## src/rtl/flash_erase_pkg.sv

```systemverilog
package flash_erase_pkg;

  typedef enum logic [2:0] {
    ST_IDLE,
    ST_SETUP,
    ST_ERASE,
    ST_SUSP_WAIT,
    ST_SUSPENDED
  } ctlState_t;

  // strobes and levels passed from control to datapath
  typedef struct packed {
    logic cntClr;
    logic cntEn;
    logic latchBlk;
    logic setVpp;
    logic setWr;
    logic setEr;
    logic clrErr;
    logic readStatus;
    logic busy;
    logic suspended;
  } ctlStrobes_t;

  localparam logic [7:0] CMD_READ_ARRAY  = 8'hFF;
  localparam logic [7:0] CMD_READ_STATUS = 8'h70;
  localparam logic [7:0] CMD_CLEAR       = 8'h50;
  localparam logic [7:0] CMD_SETUP       = 8'h20;
  localparam logic [7:0] CMD_CONFIRM     = 8'hD0;
  localparam logic [7:0] CMD_SUSPEND     = 8'hB0;
  localparam logic [7:0] CMD_RESUME      = 8'hD0;

endpackage

```

## src/rtl/erase_ctl.sv

```systemverilog
module erase_ctl
  import flash_erase_pkg::*;
#(
  parameter int BLK_W    = 4,
  parameter int BOOT_BLK = 15
) (
  input  logic             clk,
  input  logic             rstN,
  input  logic             wrEn,
  input  logic [7:0]       wrData,
  input  logic [BLK_W-1:0] wrBlk,
  input  logic [BLK_W-1:0] curBlk,
  input  logic             vppOk,
  input  logic             bootUnlock,
  input  logic             cntDone,
  input  logic             vppLock,
  output ctlStrobes_t      stb
);

  localparam logic [BLK_W-1:0] BOOT_ID = BLK_W'(BOOT_BLK);

  ctlState_t state, stateNext;
  logic statusMode, statusModeNext;
  logic bootHit, bootRun, bootAbort;

  assign bootHit   = (wrBlk == BOOT_ID);
  assign bootRun   = (curBlk == BOOT_ID);
  assign bootAbort = bootRun && !bootUnlock;

  always_ff @(posedge clk) begin
    if (!rstN) begin
      state      <= ST_IDLE;
      statusMode <= 1'b0;
    end else begin
      state      <= stateNext;
      statusMode <= statusModeNext;
    end
  end

  always_comb begin
    stateNext      = state;
    statusModeNext = statusMode;
    stb            = '0;
    case (state)
      ST_IDLE: begin
        if (wrEn) begin
          case (wrData)
            CMD_READ_ARRAY:  statusModeNext = 1'b0;
            CMD_READ_STATUS: statusModeNext = 1'b1;
            CMD_CLEAR:       stb.clrErr     = 1'b1;
            CMD_SETUP: begin
              stateNext      = ST_SETUP;
              statusModeNext = 1'b1;
            end
            default: ;
          endcase
        end
      end
      ST_SETUP: begin
        if (wrEn) begin
          statusModeNext = 1'b1;
          stateNext      = ST_IDLE;
          if (wrData == CMD_CONFIRM) begin
            if (vppLock) begin
              stb.setEr = 1'b1;
            end else if (!vppOk) begin
              stb.setVpp = 1'b1;
              stb.setEr  = 1'b1;
            end else if (bootHit && !bootUnlock) begin
              stb.setEr = 1'b1;
            end else begin
              stb.cntClr   = 1'b1;
              stb.latchBlk = 1'b1;
              stateNext    = ST_ERASE;
            end
          end else begin
            stb.setWr = 1'b1;
            stb.setEr = 1'b1;
          end
        end
      end
      ST_ERASE, ST_SUSP_WAIT: begin
        stb.cntEn = 1'b1;
        if (bootAbort) begin
          stb.setEr = 1'b1;
          stateNext = ST_IDLE;
        end else if (cntDone) begin
          stateNext = ST_IDLE;
        end else if (state == ST_ERASE) begin
          if (wrEn && wrData == CMD_SUSPEND) stateNext = ST_SUSP_WAIT;
        end else if (wrEn && wrData == CMD_RESUME) begin
          stateNext = ST_ERASE;
        end else begin
          stateNext = ST_SUSPENDED;
        end
      end
      ST_SUSPENDED: begin
        if (wrEn) begin
          case (wrData)
            CMD_READ_ARRAY:  statusModeNext = 1'b0;
            CMD_READ_STATUS: statusModeNext = 1'b1;
            CMD_RESUME: begin
              stateNext      = ST_ERASE;
              statusModeNext = 1'b1;
            end
            default: ;
          endcase
        end
      end
      default: stateNext = ST_IDLE;
    endcase
    stb.readStatus = statusMode;
    stb.busy       = (state == ST_ERASE) || (state == ST_SUSP_WAIT);
    stb.suspended  = (state == ST_SUSPENDED);
  end

endmodule

```

## src/rtl/erase_dp.sv

```systemverilog
module erase_dp
  import flash_erase_pkg::*;
#(
  parameter int BLK_W = 4,
  parameter int CNT_W = 16
) (
  input  logic             clk,
  input  logic             rstN,
  input  ctlStrobes_t      stb,
  input  logic [BLK_W-1:0] wrBlk,
  input  logic [BLK_W-1:0] rdBlk,
  input  logic [CNT_W-1:0] eraseLen,
  input  logic [7:0]       arrData,
  output logic             cntDone,
  output logic             vppLock,
  output logic [BLK_W-1:0] curBlk,
  output logic [7:0]       statusByte,
  output logic [7:0]       rdData
);

  logic [CNT_W-1:0] cnt;
  logic [2:0]       errBits;   // {erase, write, vpp}
  logic [CNT_W:0]   cntPlusOne;
  logic             showStatus;

  always_ff @(posedge clk) begin
    if (!rstN) begin
      cnt     <= '0;
      curBlk  <= '0;
      errBits <= '0;
    end else begin
      if (stb.cntClr)      cnt <= '0;
      else if (stb.cntEn)  cnt <= cnt + 1'b1;
      if (stb.latchBlk)    curBlk <= wrBlk;
      if (stb.clrErr) begin
        errBits <= '0;
      end else begin
        if (stb.setEr)  errBits[2] <= 1'b1;
        if (stb.setWr)  errBits[1] <= 1'b1;
        if (stb.setVpp) errBits[0] <= 1'b1;
      end
    end
  end

  assign cntPlusOne = {1'b0, cnt} + 1'b1;
  assign cntDone    = stb.cntEn && (cntPlusOne >= {1'b0, eraseLen});
  assign vppLock    = errBits[0];
  assign statusByte = {!stb.busy, stb.suspended, errBits, 3'b000};

  assign showStatus = stb.readStatus || stb.busy ||
                      (stb.suspended && rdBlk == curBlk);
  assign rdData     = showStatus ? statusByte : arrData;

endmodule

```

## src/rtl/erase_cmd_ctrl.sv

```systemverilog
module erase_cmd_ctrl
  import flash_erase_pkg::*;
#(
  parameter int ADDR_W   = 12,
  parameter int BLK_W    = 4,
  parameter int CNT_W    = 16,
  parameter int BOOT_BLK = 15
) (
  input  logic              clk,
  input  logic              rstN,
  input  logic              wrEn,
  input  logic [ADDR_W-1:0] wrAddr,
  input  logic [7:0]        wrData,
  input  logic [ADDR_W-1:0] rdAddr,
  output logic [7:0]        rdData,
  input  logic [7:0]        arrData,
  input  logic              vppOk,
  input  logic              bootUnlock,
  input  logic [CNT_W-1:0]  eraseLen,
  output logic              eraseEn,
  output logic [BLK_W-1:0]  eraseBlk
);

  localparam int OFS_W = ADDR_W - BLK_W;

  ctlStrobes_t      stb;
  logic             cntDone, vppLock;
  logic [BLK_W-1:0] wrBlk, rdBlk, curBlk;
  logic [7:0]       statusByte;
  logic             unusedOffsets;

  assign wrBlk         = wrAddr[ADDR_W-1 -: BLK_W];
  assign rdBlk         = rdAddr[ADDR_W-1 -: BLK_W];
  assign unusedOffsets = ^{wrAddr[OFS_W-1:0], rdAddr[OFS_W-1:0]};

  erase_ctl #(.BLK_W(BLK_W), .BOOT_BLK(BOOT_BLK)) u_ctl (
    .clk(clk), .rstN(rstN), .wrEn(wrEn), .wrData(wrData), .wrBlk(wrBlk),
    .curBlk(curBlk), .vppOk(vppOk), .bootUnlock(bootUnlock),
    .cntDone(cntDone), .vppLock(vppLock), .stb(stb)
  );

  erase_dp #(.BLK_W(BLK_W), .CNT_W(CNT_W)) u_dp (
    .clk(clk), .rstN(rstN), .stb(stb), .wrBlk(wrBlk), .rdBlk(rdBlk),
    .eraseLen(eraseLen), .arrData(arrData), .cntDone(cntDone),
    .vppLock(vppLock), .curBlk(curBlk), .statusByte(statusByte),
    .rdData(rdData)
  );

  assign eraseEn  = stb.busy;
  assign eraseBlk = curBlk;

endmodule

```

## config.mk

```make
export PLATFORM = sky130hd
export DESIGN_NAME = erase_cmd_ctrl
export DESIGN_NICKNAME = d
export VERILOG_FILES = /design/src/rtl/flash_erase_pkg.sv /design/src/rtl/erase_ctl.sv /design/src/rtl/erase_dp.sv /design/src/rtl/erase_cmd_ctrl.sv
export SDC_FILE = /design/constraint.sdc
export NUM_CORES = 1
export LEC_CHECK = 0
export ABC_AREA = 0
export BUFFER_PORTS_ARGS = -buffer_cell sky130_fd_sc_hd__buf_2
export CAP_MARGIN = 15
export CORE_ASPECT_RATIO = 1.5
export CORE_MARGIN = 4
export CORE_UTILIZATION = 40
export CTS_BUF_LIST = sky130_fd_sc_hd__clkbuf_4 sky130_fd_sc_hd__clkbuf_8
export DETAILED_ROUTE_END_ITERATION = 12
export MAX_ROUTING_LAYER = met4
export PLACE_DENSITY = 0.64
export SYNTH_ARGS = -nofsm -noshare
export SYNTH_HDL_FRONTEND = slang
export SYNTH_SLANG_ARGS = --single-unit
```

## constraint.sdc

```tcl
create_clock -name clk -period 6.7 [get_ports clk]
set_input_delay 0.67 -clock clk [delete_from_list [all_inputs] [get_ports clk]]
set_output_delay 0.67 -clock clk [all_outputs]
set_load 0.005 [all_outputs]
```

# == Yosys cells after proc, flatten, opt, wreduce, memory -nomap -nowiden ==
# Cells that the tools add are included.
# word_totals
ff_bits,27
in_bits,61
out_inout_bits,13
wordCells,96
# op_classes
add_sub_neg,2
n_lt_le_gt_ge,1
eq_ne,21
n_mux,44
bitwise_logic,1
reduce_logical,20
# op_table
op,count
3-bit 2-to-1 mux,14
8-bit equality test (second input constant),3
1-bit 2-to-1 mux,20
16-bit by 1-bit adder with 17-bit output (second input constant),1
17-bit by 16-bit >= comparator with 1-bit output,1
16-bit by 1-bit adder with 16-bit output (second input constant),1
8-bit by 7-bit equality test with 1-bit output (second input constant),2
3-bit one-hot mux with 4 select lines,1
6-bit AND reduction,2
2-bit != test (second input constant),5
2-bit OR reduction,5
4-bit equality test (second input constant),2
8-bit by 6-bit equality test with 1-bit output (second input constant),1
8-bit 2-to-1 mux,1
3-bit by 2-bit equality test with 1-bit output (second input constant),2
1-bit logical AND,6
2-bit 2-to-1 mux,3
1-bit one-hot mux with 2 select lines,3
5-bit by 4-bit != test with 1-bit output (second input constant),1
4-bit equality test,1
4-bit 2-to-1 mux,1
3-bit by 1-bit equality test with 1-bit output (second input constant),1
3-bit equality test (second input constant),1
3-bit zero test,1
other kinds (7),10

# == Depth between registers and ports, before layout ==
# depth
word_depth,9
ltp_mapped,15
mapped_depth_nobuf,15

# == By module ==
# A second synthesis with hierarchy kept.
# hier_totals
hier_cells,285
hier_area_um2,2209.6
# by_module_without_submodules
module,instances,cells_each,area_per_inst_um2,seq_area_each_um2
erase_dp,1,212,1719.1,460.4
erase_ctl,1,73,490.5,80.1

# == Least setup slack after synthesis ==
# OpenSTA, ideal clock, no wires.
# synth_path
kind,reg-to-reg
startpoint,register u_dp.cnt[0]
endpoint,register u_ctl.state[1]
setup_ps,58
t_arrival_ps,3151
required_time_ps,6642
path_slack_ps,3491
path_stages_with_launch,16
n_path_buf,0
period_less_slack_ps,3209
path_cell_list,dfxtp_1 -> ha_1 -> nand3_2 -> nor2_4 -> nand3_4 -> nor3_1 -> nand3_1 -> xnor2_1 -> ha_1 -> nand3_1 -> nor4_1 -> a221oi_2 -> o311ai_2 -> nor4_1 -> o211a_1 -> a31o_1
# synth_via
elab_chain_cells,6
word_cells_on_any_way,8
cone_classes,1 x add/sub; 1 x order compare; 1 x eq/ne; 3 x mux; 2 x reduce/logical
# synth_rtl
item,line,text
from (decl),erase_dp.sv:21,logic [CNT_W-1:0] cnt;
from (signal assigned),erase_dp.sv:33,else if (stb.cntEn) cnt <= cnt + 1'b1;
16-bit by 1-bit adder with 17-bit output (*),erase_dp.sv:45,"assign cntPlusOne = {1'b0, cnt} + 1'b1;"
net u_dp.cntPlusOne[14],erase_dp.sv:23,logic [CNT_W:0] cntPlusOne;
17-bit by 16-bit >= comparator with 1-bit output (*),erase_dp.sv:46,"assign cntDone = stb.cntEn && (cntPlusOne >= {1'b0, eraseLen});"
1-bit logical AND (*),erase_dp.sv:46,
3-bit 2-to-1 mux,erase_ctl.sv:87,end else if (cntDone) begin
3-bit 2-to-1 mux,erase_ctl.sv:84,if (bootAbort) begin
3-bit one-hot mux with 4 select lines,erase_ctl.sv:44,case (state)
to (signal assigned),erase_ctl.sv:35,state <= stateNext;
to (decl),erase_ctl.sv:22,"ctlState_t state, stateNext;"
# Mark *: on every way through the listed nets, which the timed path passes. The rest lies on a longest branch.
# A chain may end at the register's enable or synchronous reset.

# == Final worst setup path ==
# Ends and elaborated chain as after synthesis.

==> flow_metrics.tcl <==
set metrics [dict create \
    status "finished clean" \
    worstMarginPinSlew_ns 0.615 \
    yosys-top-cells-area "dfxtp_1 (24%), ha_1 (9.5%), nor2_1 (6.2%), xnor2_1 (5.8%), xor2_1 (5.8%)" \
    crit_family "simple AND/OR/NAND/NOR gates" \
    internal_power_mw 0.222 \
    required_ns 6.93 \
    grt_pass1_vias 2035 \
    numPortBuffers 57 \
    yosysWarnings 0 \
    seq_area_sq_um 541 \
    antenna_found_initial 0 \
    path_clk_slew_ns 0.10 \
    cp.arrival_ns 3.88 \
    clockBufferDepth 2 \
    p_leak_nw 1.19 \
    num-nets-final 409 \
    hpwl_um 4170 \
    grt_pass1_wl_um 8720 \
    syn_to_final_growth_pct 16.9 \
    wirelength_um 4990 \
    post-route-min-period_ns 3.65 \
    clock_power_share_pct 31.8 \
    finalCritPeriodShare_pct 54.5 \
    synthFlopType "dfxtp_1" \
    cpPeakStageDelay_ns 0.44 \
    synth_area_sq_mm 0.00225 \
    synth_top_cell_area_share_pct 24.1 \
    avgSynthCellArea_sq_um 8.11 \
    ys_ff_latch 27 \
    yosysTopAreaCell "dfxtp_1" \
    grt_max_degree 17 \
    fp.dieH_um 99.8 \
    setup_violations 0 \
    cts_root_buf "clkbuf_8" \
    fin_util_pct 48.2 \
    critPathMaxFanout 6 \
    ant_nets 0 \
    final-max-slew-violation-count 0 \
    syn_inst 277 \
    htree_levels 1 \
    via_per_inst 5.18 \
    core_area_sq_mm 0.00545 \
    multiInputGateArea_sq_mm 0.00157 \
    ys_seq_area_share_pct 24.1 \
    relSlewSlack_pct 58.9 \
    worstSetupPathType "reg2reg" \
    synth-edff-count 0 \
    fin_skew_ns 0.00723 \
    min_path_type "reg2reg" \
    rsz0062_at_grt "false" \
    worst-path-buf-inv 0 \
    hold_viol 0 \
    fillCellCount 578 \
    cp-start-kind "register" \
    syn_nets 355 \
    die_w_um 69.2 \
    powerDensity_mw_per_mm2 112 \
    start_util_pct 41.2 \
    n_antenna_cell 0 \
    cts_setup_buffers 0 \
    gp_congestion 0.783 \
    drt_pass1_iterations 4 \
    end_kind "register" \
    cap_viol_max_count 0 \
    final_cell_mix "buf_2 (57), nor2_1 (37), dfxtp_1 (27)" \
    drive_gt1_share_pct 26.7 \
    vias 2071 \
    wl_per_cell_um 12.5 \
    clk_latency_ns 0.27 \
    cts_sinks 27 \
    ir_worst_vdd_uv 69.7 \
    swShare_pct 24.5 \
    seqPwrFrac_pct 54.6 \
    layout_commonest_cell "buf_2" \
    worstPathCellList "ha_1 > nand3_2 > nor2_4 > nand3_4 > nor3_1 > nand3_1 > xnor2_1 > ha_1 > nand3_1 > nor4_1 > a221oi_2 > o311ai_2 > nor4_1 > o211a_1 > a31o_1" \
    boundaryPins 74 \
    drtIter0Drc 50 \
    overflow 0 \
    cts.repair.resized 0 \
    crit_slowest_cell "nor4_1" \
    p_sw_mw 0.0721 \
    yosysUniqueCellTypes 57 \
    cts-hold-fix-buffers 0 \
    numCtsBuffers 3 \
    drc_errors 0 \
    grt_usage_pct 15.4 \
    combPwrFrac_pct 13.6 \
    setup-tns-final_ns 0 \
    rows 33 \
    ys_async_sr_fraction_pct 0 \
    cts_tree "done" \
    power_mw 0.294 \
    clock.fmax_ghz 0.274 \
    dieArea_sq_mm 0.00690 \
]
## per-layer routing
metal / track usage [%] / share of wire [%]
met1: 15.3 / 39
met2: 30.3 / 56
met4: 5.71 / 1.9
met5: - / 0
met3: 1.70 / 3.0
## cell type report
type / count / share of cell area (%)
repair buffers: 57 / 10.9
multi-input cells: 217 / 59.8
well taps: 70 / 3.33
clock inverters: 1 / 0.286
inverters: 25 / 3.57
flip-flops and latches: 27 / 20.6
clock buffers: 3 / 1.57
## worst paths after layout
check             startpoint               to  slack (ns)  depth (start not counted)
max              u_dp.cnt[0]   u_ctl.state[1]        3.05                         15
min          u_dp.errBits[1]  u_dp.errBits[1]        0.48                          2
max reg2reg      u_dp.cnt[0]   u_ctl.state[1]        3.05                         15
min reg2reg  u_dp.errBits[1]  u_dp.errBits[1]        0.48                          2
## power groups by stage
stage          registers (mW)  logic [mW]  clock network, mW
6_report                0.161      0.0399             0.0936
5_1_grt                 0.161      0.0454              0.107
3_5_place_dp            0.164      0.0405                  0
2_1_floorplan           0.164      0.0186                  0
4_1_cts                 0.161      0.0406             0.0986
3_3_place_gp            0.164      0.0396                  0
## cells in the mapped netlist (all sizes together), types with 2 or more instances
cell type  count
a21oi         15
a221oi         2
a31oi          2
a41o           2
and3           4
buf            3
clkbuf         5
dfxtp         27
ha            17
inv           25
mux2           3
mux2i          4
nand2         23
nand2b         4
nand3         14
nand4          9
nor2          40
nor3           6
nor3b          4
nor4           4
nor4b          2
o211a          2
o211ai         2
o21ai         10
or3            4
xnor2         15
xor2          15
## flip-flops by register name (all words and copies together), names as in the netlist
signal            cells
u_ctl.state           3
u_ctl.statusMode      1
u_dp.cnt             16
u_dp.curBlk           4
u_dp.errBits          3
## metrics by stage
step | area [sq um] | worst slack [ns] | hold slack [ns] | cells
after floorplan | 2250 | 3.49 | 0.433 | 277
after CTS | 2630 | 2.98 | 0.493 | 400
after detailed placement | 2580 | 2.99 | 0.474 | 396
after global routing | 2630 | 2.59 | 0.517 | 400
final | 2630 | 3.05 | 0.483 | 400
after global placement | 2580 | 3.03 | 0.469 | 396
## worst reg2reg max path, stage by stage, from the launching register on
cell	delay (ns)
dfxtp_1	0.42
ha_1	0.24
nand3_2	0.15
nor2_4	0.20
nand3_4	0.13
nor3_1	0.40
nand3_1	0.15
xnor2_1	0.15
ha_1	0.29
nand3_1	0.13
nor4_1	0.09
a221oi_2	0.28
o311ai_2	0.16
nor4_1	0.44
o211a_1	0.23
a31o_1	0.13
## logic make-up after synthesis
kind of cell	after synthesis	synth area share, %
XOR/XNOR	30	11.7
flip-flops	27	24.1
multiplexers	7	3.29
adder cells (fa/ha/maj)	17	9.47
AND/OR/NAND/NOR	117	30.6
AO/OA/AOI/OAI	46	14.8
buffers and inverters	33	6.02
(Power assumes the default switching activity.)
